$ cat src/rtl/bfx_pkg.sv
package bfx_pkg;

  typedef enum logic [1:0] {
    FIX_CLEAN  = 2'b00,
    FIX_ERASED = 2'b01,
    FIX_OK     = 2'b10,
    FIX_FAIL   = 2'b11
  } fix_status_e;

  typedef enum logic [2:0] {
    S_IDLE,
    S_CHECK,
    S_PICK,
    S_READ,
    S_WRITE,
    S_DONE
  } fix_state_e;

endpackage

$ cat src/rtl/bfx_erase_detect.sv
module bfx_erase_detect #(
  parameter int ECC_BYTES = 13
) (
  input  logic [ECC_BYTES*8-1:0] ecc,
  output logic                   all_ones
);

  logic [ECC_BYTES-1:0] byte_ff;

  for (genvar g = 0; g < ECC_BYTES; g++) begin : g_byte
    assign byte_ff[g] = &ecc[g*8 +: 8];
  end

  assign all_ones = &byte_ff;

endmodule

$ cat src/rtl/bfx_loc_map.sv
module bfx_loc_map #(
  parameter int SECTOR_BYTES = 512,
  parameter int ECC_NIBBLES  = 26,
  parameter int LOC_W        = 13,
  parameter int ADDR_W       = 9
) (
  input  logic [LOC_W-1:0]  loc,
  output logic              hit,
  output logic [ADDR_W-1:0] byte_addr,
  output logic [7:0]        bit_mask
);

  localparam int ECC_BITS  = 4 * ECC_NIBBLES;
  localparam int DATA_BITS = 8 * SECTOR_BYTES;
  localparam int CW_BITS   = ECC_BITS + DATA_BITS;

  // location lies in the data part of the codeword
  function automatic logic in_data(input logic [LOC_W-1:0] l);
    return (int'(l) >= ECC_BITS) && (int'(l) < CW_BITS);
  endfunction

  // mirror the tail-relative position into a byte address
  function automatic logic [ADDR_W-1:0] to_byte(input logic [LOC_W-1:0] l);
    logic [31:0] adj;
    adj = 32'(l) - 32'(ECC_BITS);
    return ADDR_W'((32'(DATA_BITS - 1) - adj) >> 3);
  endfunction

  function automatic logic [7:0] to_mask(input logic [LOC_W-1:0] l);
    logic [31:0] adj;
    adj = 32'(l) - 32'(ECC_BITS);
    return 8'(1) << adj[2:0];
  endfunction

  assign hit       = in_data(loc);
  assign byte_addr = to_byte(loc);
  assign bit_mask  = to_mask(loc);

endmodule

$ cat src/rtl/sector_bitfix.sv
module sector_bitfix
  import bfx_pkg::*;
#(
  parameter int SECTOR_BYTES = 512,
  parameter int ECC_NIBBLES  = 26,
  parameter int ECC_BYTES    = 13,
  parameter int MAX_LOCS     = 8,
  parameter int LOC_W        = $clog2(4*ECC_NIBBLES + 8*SECTOR_BYTES),
  parameter int ADDR_W       = $clog2(SECTOR_BYTES),
  parameter int CNT_W        = $clog2(MAX_LOCS + 1)
) (
  input  logic                      clk,
  input  logic                      rst_n,
  input  logic                      start,
  input  logic [CNT_W-1:0]          err_count,
  input  logic [MAX_LOCS*LOC_W-1:0] err_locs,
  input  logic                      uncorrectable,
  input  logic [ECC_BYTES*8-1:0]    stored_ecc,
  output logic [ADDR_W-1:0]         buf_addr,
  output logic                      buf_rd_en,
  input  logic [7:0]                buf_rdata,
  output logic                      buf_wr_en,
  output logic [7:0]                buf_wdata,
  output logic                      done,
  output logic [1:0]                status,
  output logic [CNT_W-1:0]          flips
);

  fix_state_e               state_q;
  fix_status_e              status_q;
  logic [CNT_W-1:0]         idx_q, cnt_q, flips_q;
  logic [MAX_LOCS*LOC_W-1:0] locs_q;
  logic [ECC_BYTES*8-1:0]   ecc_q;
  logic                     unc_q;
  logic [ADDR_W-1:0]        addr_q;
  logic [7:0]               mask_q;

  logic [LOC_W-1:0]  cur_loc;
  logic              map_hit, erased;
  logic [ADDR_W-1:0] map_addr;
  logic [7:0]        map_mask;

  function automatic logic [CNT_W-1:0] clamp_count(input logic [CNT_W-1:0] n);
    return (int'(n) > MAX_LOCS) ? CNT_W'(MAX_LOCS) : n;
  endfunction

  always_comb begin
    cur_loc = '0;
    for (int i = 0; i < MAX_LOCS; i++)
      if (int'(idx_q) == i) cur_loc = locs_q[i*LOC_W +: LOC_W];
  end

  bfx_erase_detect #(.ECC_BYTES(ECC_BYTES)) u_erase (
    .ecc      (ecc_q),
    .all_ones (erased)
  );

  bfx_loc_map #(
    .SECTOR_BYTES (SECTOR_BYTES),
    .ECC_NIBBLES  (ECC_NIBBLES),
    .LOC_W        (LOC_W),
    .ADDR_W       (ADDR_W)
  ) u_map (
    .loc       (cur_loc),
    .hit       (map_hit),
    .byte_addr (map_addr),
    .bit_mask  (map_mask)
  );

  // named internal events
  logic ev_start, ev_last, ev_apply, ev_skip, ev_fix;
  assign ev_start = start && (state_q == S_IDLE);
  assign ev_last  = (state_q == S_PICK) && (idx_q == cnt_q);
  assign ev_apply = (state_q == S_PICK) && !ev_last && map_hit;
  assign ev_skip  = (state_q == S_PICK) && !ev_last && !map_hit;
  assign ev_fix   = (state_q == S_WRITE);

  always_ff @(posedge clk or negedge rst_n) begin
    if (!rst_n) begin
      state_q  <= S_IDLE;
      status_q <= FIX_CLEAN;
      idx_q    <= '0;
      cnt_q    <= '0;
      flips_q  <= '0;
      locs_q   <= '0;
      ecc_q    <= '0;
      unc_q    <= 1'b0;
      addr_q   <= '0;
      mask_q   <= '0;
    end else begin
      unique case (state_q)
        S_IDLE: if (ev_start) begin
          cnt_q   <= clamp_count(err_count);
          locs_q  <= err_locs;
          ecc_q   <= stored_ecc;
          unc_q   <= uncorrectable;
          idx_q   <= '0;
          flips_q <= '0;
          state_q <= S_CHECK;
        end
        S_CHECK: begin
          if (erased) begin
            status_q <= FIX_ERASED;
            state_q  <= S_DONE;
          end else if (unc_q) begin
            status_q <= FIX_FAIL;
            state_q  <= S_DONE;
          end else begin
            state_q  <= S_PICK;
          end
        end
        S_PICK: begin
          if (ev_last) begin
            status_q <= (flips_q != '0) ? FIX_OK : FIX_CLEAN;
            state_q  <= S_DONE;
          end else if (ev_apply) begin
            addr_q  <= map_addr;
            mask_q  <= map_mask;
            state_q <= S_READ;
          end else begin
            idx_q <= idx_q + 1'b1;
          end
        end
        S_READ:  state_q <= S_WRITE;
        S_WRITE: begin
          flips_q <= flips_q + 1'b1;
          idx_q   <= idx_q + 1'b1;
          state_q <= S_PICK;
        end
        S_DONE:  state_q <= S_IDLE;
        default: state_q <= S_IDLE;
      endcase
    end
  end

  assign buf_addr  = addr_q;
  assign buf_rd_en = (state_q == S_READ);
  assign buf_wr_en = ev_fix;
  assign buf_wdata = buf_rdata ^ mask_q;
  assign done      = (state_q == S_DONE);
  assign status    = status_q;
  assign flips     = flips_q;

  // a write always follows a read of the same byte
  assert_wr_after_rd_R6: assert property (@(posedge clk) disable iff (!rst_n)
    buf_wr_en |-> ($past(buf_rd_en) && ($past(buf_addr) == buf_addr)));

  // a read is always followed by its write
  assert_rd_then_wr_R6: assert property (@(posedge clk) disable iff (!rst_n)
    buf_rd_en |=> buf_wr_en);

  // end pulse is a single cycle
  assert_done_pulse_R9: assert property (@(posedge clk) disable iff (!rst_n)
    done |=> !done);

  // erased sector flips nothing
  assert_erased_no_flip_R2: assert property (@(posedge clk) disable iff (!rst_n)
    (done && status == FIX_ERASED) |-> (flips == '0));

  // uncorrectable sector flips nothing
  assert_fail_no_flip_R3: assert property (@(posedge clk) disable iff (!rst_n)
    (done && status == FIX_FAIL) |-> (flips == '0));

  // never more flips than list entries
  assert_flip_bound_R7: assert property (@(posedge clk) disable iff (!rst_n)
    done |-> (int'(flips) <= MAX_LOCS));

  // a corrected status implies at least one flip
  assert_ok_has_flip_R8: assert property (@(posedge clk) disable iff (!rst_n)
    (done && status == FIX_OK) |-> (flips != '0));

endmodule

$ cat config.mk
export PLATFORM = sky130hd
export DESIGN_NAME = sector_bitfix
export DESIGN_NICKNAME = d
export VERILOG_FILES = /design/src/rtl/bfx_pkg.sv /design/src/rtl/bfx_erase_detect.sv /design/src/rtl/bfx_loc_map.sv /design/src/rtl/sector_bitfix.sv
export SDC_FILE = /design/constraint.sdc
export NUM_CORES = 1
export LEC_CHECK = 0
export ABC_CLOCK_PERIOD_IN_PS = 8900
export BUFFER_PORTS_ARGS = -buffer_cell sky130_fd_sc_hd__buf_2
export CORE_UTILIZATION = 58
export DETAILED_ROUTE_END_ITERATION = 8
export PLACE_DENSITY = 0.85
export SLEW_MARGIN = 20
export SYNTH_ARGS = -nofsm -noshare
export SYNTH_HDL_FRONTEND = slang
export SYNTH_SLANG_ARGS = --single-unit
export TNS_END_PERCENT = 20
$ cat constraint.sdc
create_clock -name clk -period 8.9 [get_ports clk]
set_input_delay 1.78 -clock clk [delete_from_list [all_inputs] [get_ports clk]]
set_output_delay 1.78 -clock clk [all_outputs]
set_load 0.01 [all_outputs]
# After elaboration in Yosys (flattened, before gate mapping)

Index checks and enable logic that the tools add are counted.
Widths: inputs -> output; s select.

Bits in registers: 243
Output and inout port bits: 26

Add/sub/neg operators: 4
Shift operators: 1
Equality and inequality tests: 19
Bitwise operators: 2
Mux-type cells: 25
Reduce and logical (&&, ||, !) cells: 19
Order comparisons: 3

Operators with widths:

| kind                   | count |
|---|---|
| $mux 13                | 8 |
| $reduce_and 104->1     | 1 |
| $eq 4x4->1 const B     | 4 |
| $mux 4                 | 4 |
| $mux 3                 | 5 |
| $pmux 3 s5             | 1 |
| $ge 13x7->1 const B    | 1 |
| $lt 13x13->1 const B   | 1 |
| $pmux 4 s3             | 1 |
| $sub 12x12->12 const A | 1 |
| $sub 12x7->12 const B  | 1 |
| $add 4x1->4 const B    | 2 |
| $eq 4x3->1 const B     | 2 |
| $mux 2                 | 4 |
| $ne 2x2->1 const B     | 4 |
| $pmux 4 s2             | 1 |
| $shl 1x3->8 const A    | 1 |
| $xor 8x8->8            | 1 |
| $eq 3x2->1 const B     | 2 |
| $eq 3x3->1 const B     | 2 |
| $ne 3x3->1 const B     | 2 |
| $reduce_and 2->1       | 3 |
| $reduce_and 3->1       | 2 |
| $logic_and 1x1->1      | 5 |
| 13 further kinds       | 14 |

# Longest topological paths before layout

Gate-level depths: netlist (run 1).

Depth in word-level cells: 15
Gate-level depth with buffers: 15

# Hierarchy

Synthesis (run 1) repeated with hierarchy kept, for this count alone.

Cells, all modules: 850
Area total of the unflattened synthesis: 11,081.9 um^2

Modules (own cells, without submodules):

| module           | cells an instance | area each (um^2) | instances |
|---|---|---|---|
| sector_bitfix    | 782               | 10,605.2         | 1 |
| bfx_loc_map      | 32                | 251.5            | 1 |
| bfx_erase_detect | 36                | 225.2            | 1 |

# Worst setup path after synthesis (run 1)

Ideal clock, no wire load.

Kind: input -> output
From: input port buf_rdata[0]
To: output port buf_wdata[0]
Data arrival time: 1.997 ns
Cell stages on the path: 1
Data required time: 7.120 ns
Path slack: 5.123 ns
Cell sequence: xor2_1

Cells in the longest elaborated chain, start to end: 1

RTL lines:

| what               | RTL line             | text |
|---|---|---|
| start: declaration | sector_bitfix.sv:21  | `input logic [7:0] buf_rdata,` |
| $xor 8x8->8        | sector_bitfix.sv:139 | `assign buf_wdata = buf_rdata ^ mask_q;` |
| end: declaration   | sector_bitfix.sv:23  | `output logic [7:0] buf_wdata,` |

Every way passes these cells.

# Worst setup path in the final report (run 1)

From: register idx_q[0]
To: register addr_q[7] (netlist: buf_addr[7])

Cells in the longest elaborated chain, start to end: 13
Elaborated cells on any way between the ends: 28
Those cells by class: 2 x add/sub; 2 x order compare; 8 x eq/ne; 8 x mux; 1 x bitwise; 7 x reduce/logical

RTL lines:

| what                                                                   | RTL line             | text |
|---|---|---|
| start: declaration                                                     | sector_bitfix.sv:31  | `logic [CNT_W-1:0] idx_q, cnt_q, flips_q;` |
| start signal: assignment                                               | sector_bitfix.sv:121 | `idx_q <= idx_q + 1'b1;` |
| start signal: assignment                                               | sector_bitfix.sv:127 | `idx_q <= idx_q + 1'b1;` |
| parallel branches: the longest is 13 deep, another holds $sub 12x7->12 | --                   |  |
| end signal: assignment                                                 | sector_bitfix.sv:117 | `addr_q <= map_addr;` |
| end: declaration                                                       | sector_bitfix.sv:35  | `logic [ADDR_W-1:0] addr_q;` |

Parallel ways; which one is timed is not known.
A chain may end at the register's enable or synchronous reset.

==> results of run 1 <==
## cells in the final DEF (no fill, tap or decap), types with 4 or more instances in the layout
cell type,instances
nor4_1,6
o22ai_1,13
mux2_4,7
nand3b_1,4
xor2_1,11
a211oi_1,5
clkinv_2,4
dfrtp_1,243
clkbuf_1,6
diode_2,4
inv_1,21
clkbuf_16,26
a221oi_1,8
nand2b_1,11
a21oi_1,15
a31oi_1,6
o21ai_0,30
nand4_1,28
buf_4,5
a22o_1,5
nor2_1,20
ha_1,7
nand3_1,10
nand2_1,33
clkbuf_8,7
xnor2_1,8
o221ai_1,7
mux2_2,207
a2bb2oi_1,4
a221o_1,5
buf_2,248
nor3_1,10
o31ai_1,7
## power groups by stage
stage	registers, mW	clock network, mW	logic, mW
2_1_floorplan	1.89	0	1.50
3_3_place_gp	2.04	0	1.81
3_5_place_dp	2.05	0	1.87
4_1_cts	2.05	1.12	1.89
5_1_grt	2.12	1.16	2.07
6_report	2.06	1.11	1.89
## critical path: cells and delay by family (launching register included)
family / cells / cell delay (ps)
multiplexers: 1 / 400
AND/OR/NAND/NOR: 3 / 1390
flip-flops: 1 / 460
AO/OA/AOI/OAI: 4 / 920
buffers and inverters: 2 / 870
adder cells (fa/ha/maj): 1 / 680
## metrics by stage
stage               cell area, sq um  utilization  cells  worst slack (ps)
CTS                            13090       0.7236   1313              4023
global route                   13100       0.7241   1316              3674
detailed placement             12190       0.6738   1265              4069
finish                         13100       0.7242   1317              4053
global placement               12190       0.6738   1265              4252
floorplan                      10800            -    829              5123
## flip-flops by register name, indices dropped and copies added (netlist names)
register / flops
ecc_q: 104
locs_q: 104
buf_addr: 9
mask_q: 8
cnt_q: 4
flips: 4
idx_q: 4
state_q: 3
status: 2
unc_q: 1
## path summary, 6_finish.rpt
| path | slack, ps | startpoint | end |
|---|---|---|---|
| setup / recovery | 4050 | idx_q[0] | buf_addr[7] |
| hold reg to reg | 510 | ecc_q[69] | ecc_q[69] |
| min in group asynchronous | 1240 | rst_n | ecc_q[78] |
| hold / removal | 510 | ecc_q[69] | ecc_q[69] |
| max in group asynchronous | 6230 | rst_n | ecc_q[37] |
| setup reg to reg | 4050 | idx_q[0] | buf_addr[7] |
## layout make-up
cell class | instances | area (sq um) | share of cell area
sequential | 243 | 6081 | 0.4642
multi-input combinational | 517 | 4446 | 0.3394
timing repair buffer | 254 | 1294 | 0.09877
clock buffer | 39 | 769.5 | 0.05874
tap | 229 | 286.5 | 0.02187
clock inverter | 9 | 130.1 | 0.009934
inverter | 22 | 82.58 | 0.006304
antenna | 4 | 10.01 | 0.0007642
## metal layers
layer	track usage	wire, um
met5	0	11
met2	0.4536	12560
met1	0.3857	11230
met3	0.06893	2015
met4	0.1218	1103
## cell families after synthesis
logic type,after synthesis,share of synthesized area
AND/OR/NAND/NOR,138,0.06705
AO/OA/AOI/OAI,136,0.09172
adder cells (fa/ha/maj),7,0.008106
multiplexers,217,0.2285
XOR/XNOR,19,0.01540
flip-flops,243,0.5628
buffers and inverters,69,0.02640
==> flow_metrics.env, run 1 <==
export IMPL_synth_ff_type="dfrtp_1"
export IMPL_power_per_cell_area_nw_per_um2=385.8
export IMPL_cts_sinks=243
export IMPL_power_net_switching_mw=1.749
export IMPL_critical_path_slowest_cell="ha_1"
export IMPL_crit_chain="ha_1 -> clkinv_1 -> o221ai_1 -> a2bb2oi_1 -> o21ai_1 -> or4_4 -> nor3_1 -> o21bai_1 -> buf_4 -> nor2_2 -> mux2_1"
export IMPL_swShare=0.3461
export IMPL_synthToLayoutAreaGrowth_pct=21.24
export IMPL_antenna_found_initial=6
export IMPL_hold_violations=0
export IMPL_num_rows=49
export IMPL_initialDrtViolationCount=531
export IMPL_syn_num_nets=1060
export IMPL_final_layout_size_suffix_gt1_frac=0.4834
export IMPL_fp_dieW_um=138.5
export IMPL_worstRegToRegCells=11
export IMPL_intPower_mw=3.304
export IMPL_fill_cells=1246
export IMPL_slew_violations=0
export IMPL_clock_latency_ps=540
export IMPL_fin_nets=1295
export IMPL_violations="design-rule violations"
export IMPL_max_stage_delay_ps=680
export IMPL_max_slew_worst_pin_slew_ps=1010
export IMPL_synth_avg_cell_area_sq_um=13.03
export IMPL_synth_area_sq_um=10800
export IMPL_synth_top_cells_by_area="dfrtp_1, mux2_2, nand4_1"
export IMPL_rsz0062_at_grt="no"
export IMPL_drtPass1Iterations=7
export IMPL_slew_limit_headroom=0.3264
export IMPL_ys_warn_count=0
export IMPL_place_congestion=0.9407
export IMPL_yosys_register_bits=243
export IMPL_syn_inst=829
export IMPL_drc=52
export IMPL_clkTransAtPathRegs_ps=60
export IMPL_finalCriticalPeriod_ps=4847
export IMPL_port_buffers=249
export IMPL_seq_power_share=0.407
export IMPL_clock_power_share=0.219
export IMPL_vias=7807
export IMPL_cp_arrival_ps=5260
export IMPL_synth_commonest_cells="dfrtp_1, mux2_2, clkbuf_1"
export IMPL_final_setup_tns_ps=0
export IMPL_cts_buffers=26
export IMPL_start_util=0.5974
export IMPL_hp_class="register to register"
export IMPL_core_sq_um=18090
export IMPL_via_per_inst=5.928
export IMPL_synth_area_leader_cell="dfrtp_1"
export IMPL_cp_end_kind="register"
export IMPL_grt_pass1_vias=8204
export IMPL_crit_fanout=23
export IMPL_power_mw=5.053
export IMPL_ys_async_sr_fraction=1.000
export IMPL_h_tree_depth=1
export IMPL_crit_type="register to register"
export IMPL_netlist_cell_type_count=60
export IMPL_post_cts_setup_buffer_count=0
export IMPL_netlist_area_leader_share=0.5628
export IMPL_ios=250
export IMPL_fmax_ghz=0.2063
export IMPL_pwr_share_comb=0.374
export IMPL_finClkSkew_ps=12.27
export IMPL_track_usage=0.2881
export IMPL_ant_nets=0
export IMPL_leakage_nw=5.851
export IMPL_cts_path_max_buffers=3
export IMPL_dp_hpwl_um=19460
export IMPL_yosysMostFrequentCell="dfrtp_1"
export IMPL_status="finished, violations left"
export IMPL_cts_hold_buf=0
export IMPL_worst_setup_path_start_kind="register"
export IMPL_dieArea_sq_um=19180
export IMPL_finalCritPeriodShare=0.5446
export IMPL_cap_viol_max_count=0
export IMPL_drt_wl_total_um=26920
export IMPL_setup_viol=0
export IMPL_cts_tree="yes"
export IMPL_grt_first_pass_wirelength_um=43350
export IMPL_required_ps=9310
export IMPL_synth_edf_count=0
export IMPL_grt_overflow=0
export IMPL_seq_area_frac_synth=0.5628
export IMPL_hold_slack_ps=505.9
export IMPL_cts_root_buf="clkbuf_16"
export IMPL_whs_path_depth=1
export IMPL_die_y_um=138.5
export IMPL_wl_per_cell_um=20.44
export IMPL_cts_resized_gates=0
export IMPL_grt_max_degree=95
export IMPL_ir_drop_uv=241.9
Power figures use the tool's default switching activity.
==> run 2: changes to the inputs <==
Settings changed: ABC_CLOCK_PERIOD_IN_PS 8900 to 4700, CORE_UTILIZATION 58 to 54, PLACE_DENSITY 0.85 to 0.8.
Clock period 8.9 ns to 4.7 ns, I/O delays scaled along.
==> run 2 against run 1 <==
Against the previous run:
- the flow now finishes without violations
- fmax increased by 14%
- total power is 92% higher
- worst hold slack lost 51 ps
- clock skew rose by 1.9 ps
- sequential share of layout area down 0.58 points
- clock-buffer cell count is 6 lower
- largest power group unchanged
- sequential cell count did not move
- via count fell by 0.20%
- sequential power rose by 89%
- wire length grew 0.26%
- setup slack got worse by 3600 ps
- die area increased by 7.3%
==> flow_metrics.env, run 2 (synthesis results as in run 1) <==
export IMPL_status="finished, final reports clean"
export IMPL_endpoint="buf_addr[8]"
export IMPL_worst_setup_path_start_kind="register"
export IMPL_cts_hold_buf=0
export IMPL_finClkSkew_ps=14.20
export IMPL_fin_area_sq_um=13260
export IMPL_wl_per_cell_um=19.82
export IMPL_track_usage=0.2697
export IMPL_h_tree_depth=1
export IMPL_hold_violations=0
export IMPL_rr_endpoint="buf_addr[8]"
export IMPL_max_slew_worst_pin_slew_ps=867.0
export IMPL_vias=7791
export IMPL_grt_max_degree=116
export IMPL_slew_limit_headroom=0.4220
export IMPL_drt_wl_total_um=26990
export IMPL_ios=250
export IMPL_port_buffers=249
export IMPL_via_per_inst=5.720
export IMPL_dieArea_sq_um=20580
export IMPL_cp_end_kind="register"
export IMPL_cts_path_max_buffers=3
export IMPL_critPathLaunch="idx_q[0]"
export IMPL_stdcell_count=1362
export IMPL_dp_cells=1306
export IMPL_grt_overflow=0
export IMPL_fill_cells=1422
export IMPL_post_cts_setup_buffer_count=0
export IMPL_cap_viol_max_count=0
export IMPL_start_util=0.5533
export IMPL_fp_dieW_um=143.5
export IMPL_synthToLayoutAreaGrowth_pct=22.77
export IMPL_ir_drop_uv=503.2
export IMPL_finalCriticalPeriod_ps=4245
export IMPL_fin_nets=1300
export IMPL_cts_resized_gates=0
export IMPL_final_common_cell="buf_2"
export IMPL_leakage_nw=5.898
export IMPL_dp_hpwl_um=19880
export IMPL_initialDrtViolationCount=672
export IMPL_hp_class="primary input to async pin"
export IMPL_fmax_ghz=0.2356
export IMPL_drtPass1Iterations=5
export IMPL_ant_nets=0
export IMPL_slew_violations=0
export IMPL_crit_type="register to register"
export IMPL_clock_latency_ps=530
export IMPL_drc=0
export IMPL_cts_buffers=26
export IMPL_final_core_util=0.6793
export IMPL_cp_arrival_ps=4660
export IMPL_setup_viol=0
export IMPL_num_rows=51
export IMPL_grt_pass1_vias=7894
export IMPL_die_y_um=143.5
export IMPL_timing_reg2reg_setup_slack_ps=450
export IMPL_cts_tree="yes"
export IMPL_crit_fanout=18
export IMPL_cts_root_buf="clkbuf_16"
export IMPL_grt_first_pass_wirelength_um=42170
export IMPL_power_per_cell_area_nw_per_um2=731.0
export IMPL_multiInputGateArea_sq_um=4443
export IMPL_clkTransAtPathRegs_ps=60
export IMPL_worstRegToRegCells=11
export IMPL_required_ps=5110
export IMPL_antenna_found_initial=11
export IMPL_core_sq_um=19530
export IMPL_cts_sinks=243
export IMPL_rsz0062_at_grt="no"
export IMPL_place_congestion=0.9552
export IMPL_finalCritPeriodShare=0.9032
export IMPL_final_layout_size_suffix_gt1_frac=0.4881
export IMPL_seqCellArea_sq_um=6081
export IMPL_hold_slack_ps=454.7
export IMPL_dpl_instance_area_sq_um=12310
export IMPL_most_common_layout_cells="buf_2, dfrtp_1, mux2_2, nand2_1, o21ai_0"
export IMPL_reg2reg_from="idx_q[0]"
export IMPL_final_setup_tns_ps=0
run 2: per-layer routing:
| metal | up-vias | share of wire | GRT usage |
|---|---|---|---|
| met1 | 3804 | 0.41 | 0.3573 |
| met3 | 76 | 0.089 | 0.07531 |
| met4 | 0 | 0.041 | 0.1064 |
| met5 | - | 0 | 0 |
| met2 | 363 | 0.46 | 0.4211 |
| li1 | 3548 | - | - |
run 2: worst min path at each step:
stage,end,cells after the start
floorplan,locs_q[36],1
global placement,unc_q,1
detailed placement,unc_q,1
CTS,locs_q[68],1
global route,unc_q,1
finish,locs_q[82],1
run 2: through the flow:
stage | power (mW) | setup WS [ps]
after detailed placement | 7.496 | 495.7
final | 9.695 | 454.7
after global routing | 10.26 | 156.6
after floorplan | 6.423 | 1302
after global placement | 7.347 | 674.1
after CTS | 9.701 | 468.1
run 2: cell type report:
type / count / share of cell area
multi-input combinational: 517 / 0.3350
clock buffer: 33 / 0.05481
inverter: 22 / 0.006226
clock inverter: 14 / 0.01566
tap: 265 / 0.02500
timing repair buffer: 259 / 0.1032
sequential: 243 / 0.4584
antenna: 9 / 0.001698
run 2: worst max-delay path, stage by stage (launching register included):
cell	delay, ps
dfrtp_1	450
inv_1	120
ha_1	630
nor2b_1	550
a2bb2oi_1	140
a31oi_1	230
o21ai_0	190
or3_1	430
o21ai_1	260
a2111oi_4	120
nor2_2	590
mux2_2	400
run 2: power breakdown:
| group | leakage [nW] | internal, mW | switching [mW] |
|---|---|---|---|
| sequential | 2.90 | 3.14 | 0.759 |
| combinational | 2.54 | 1.89 | 1.74 |
| clock | 0.455 | 1.32 | 0.843 |
| total | 5.90 | 6.35 | 3.34 |
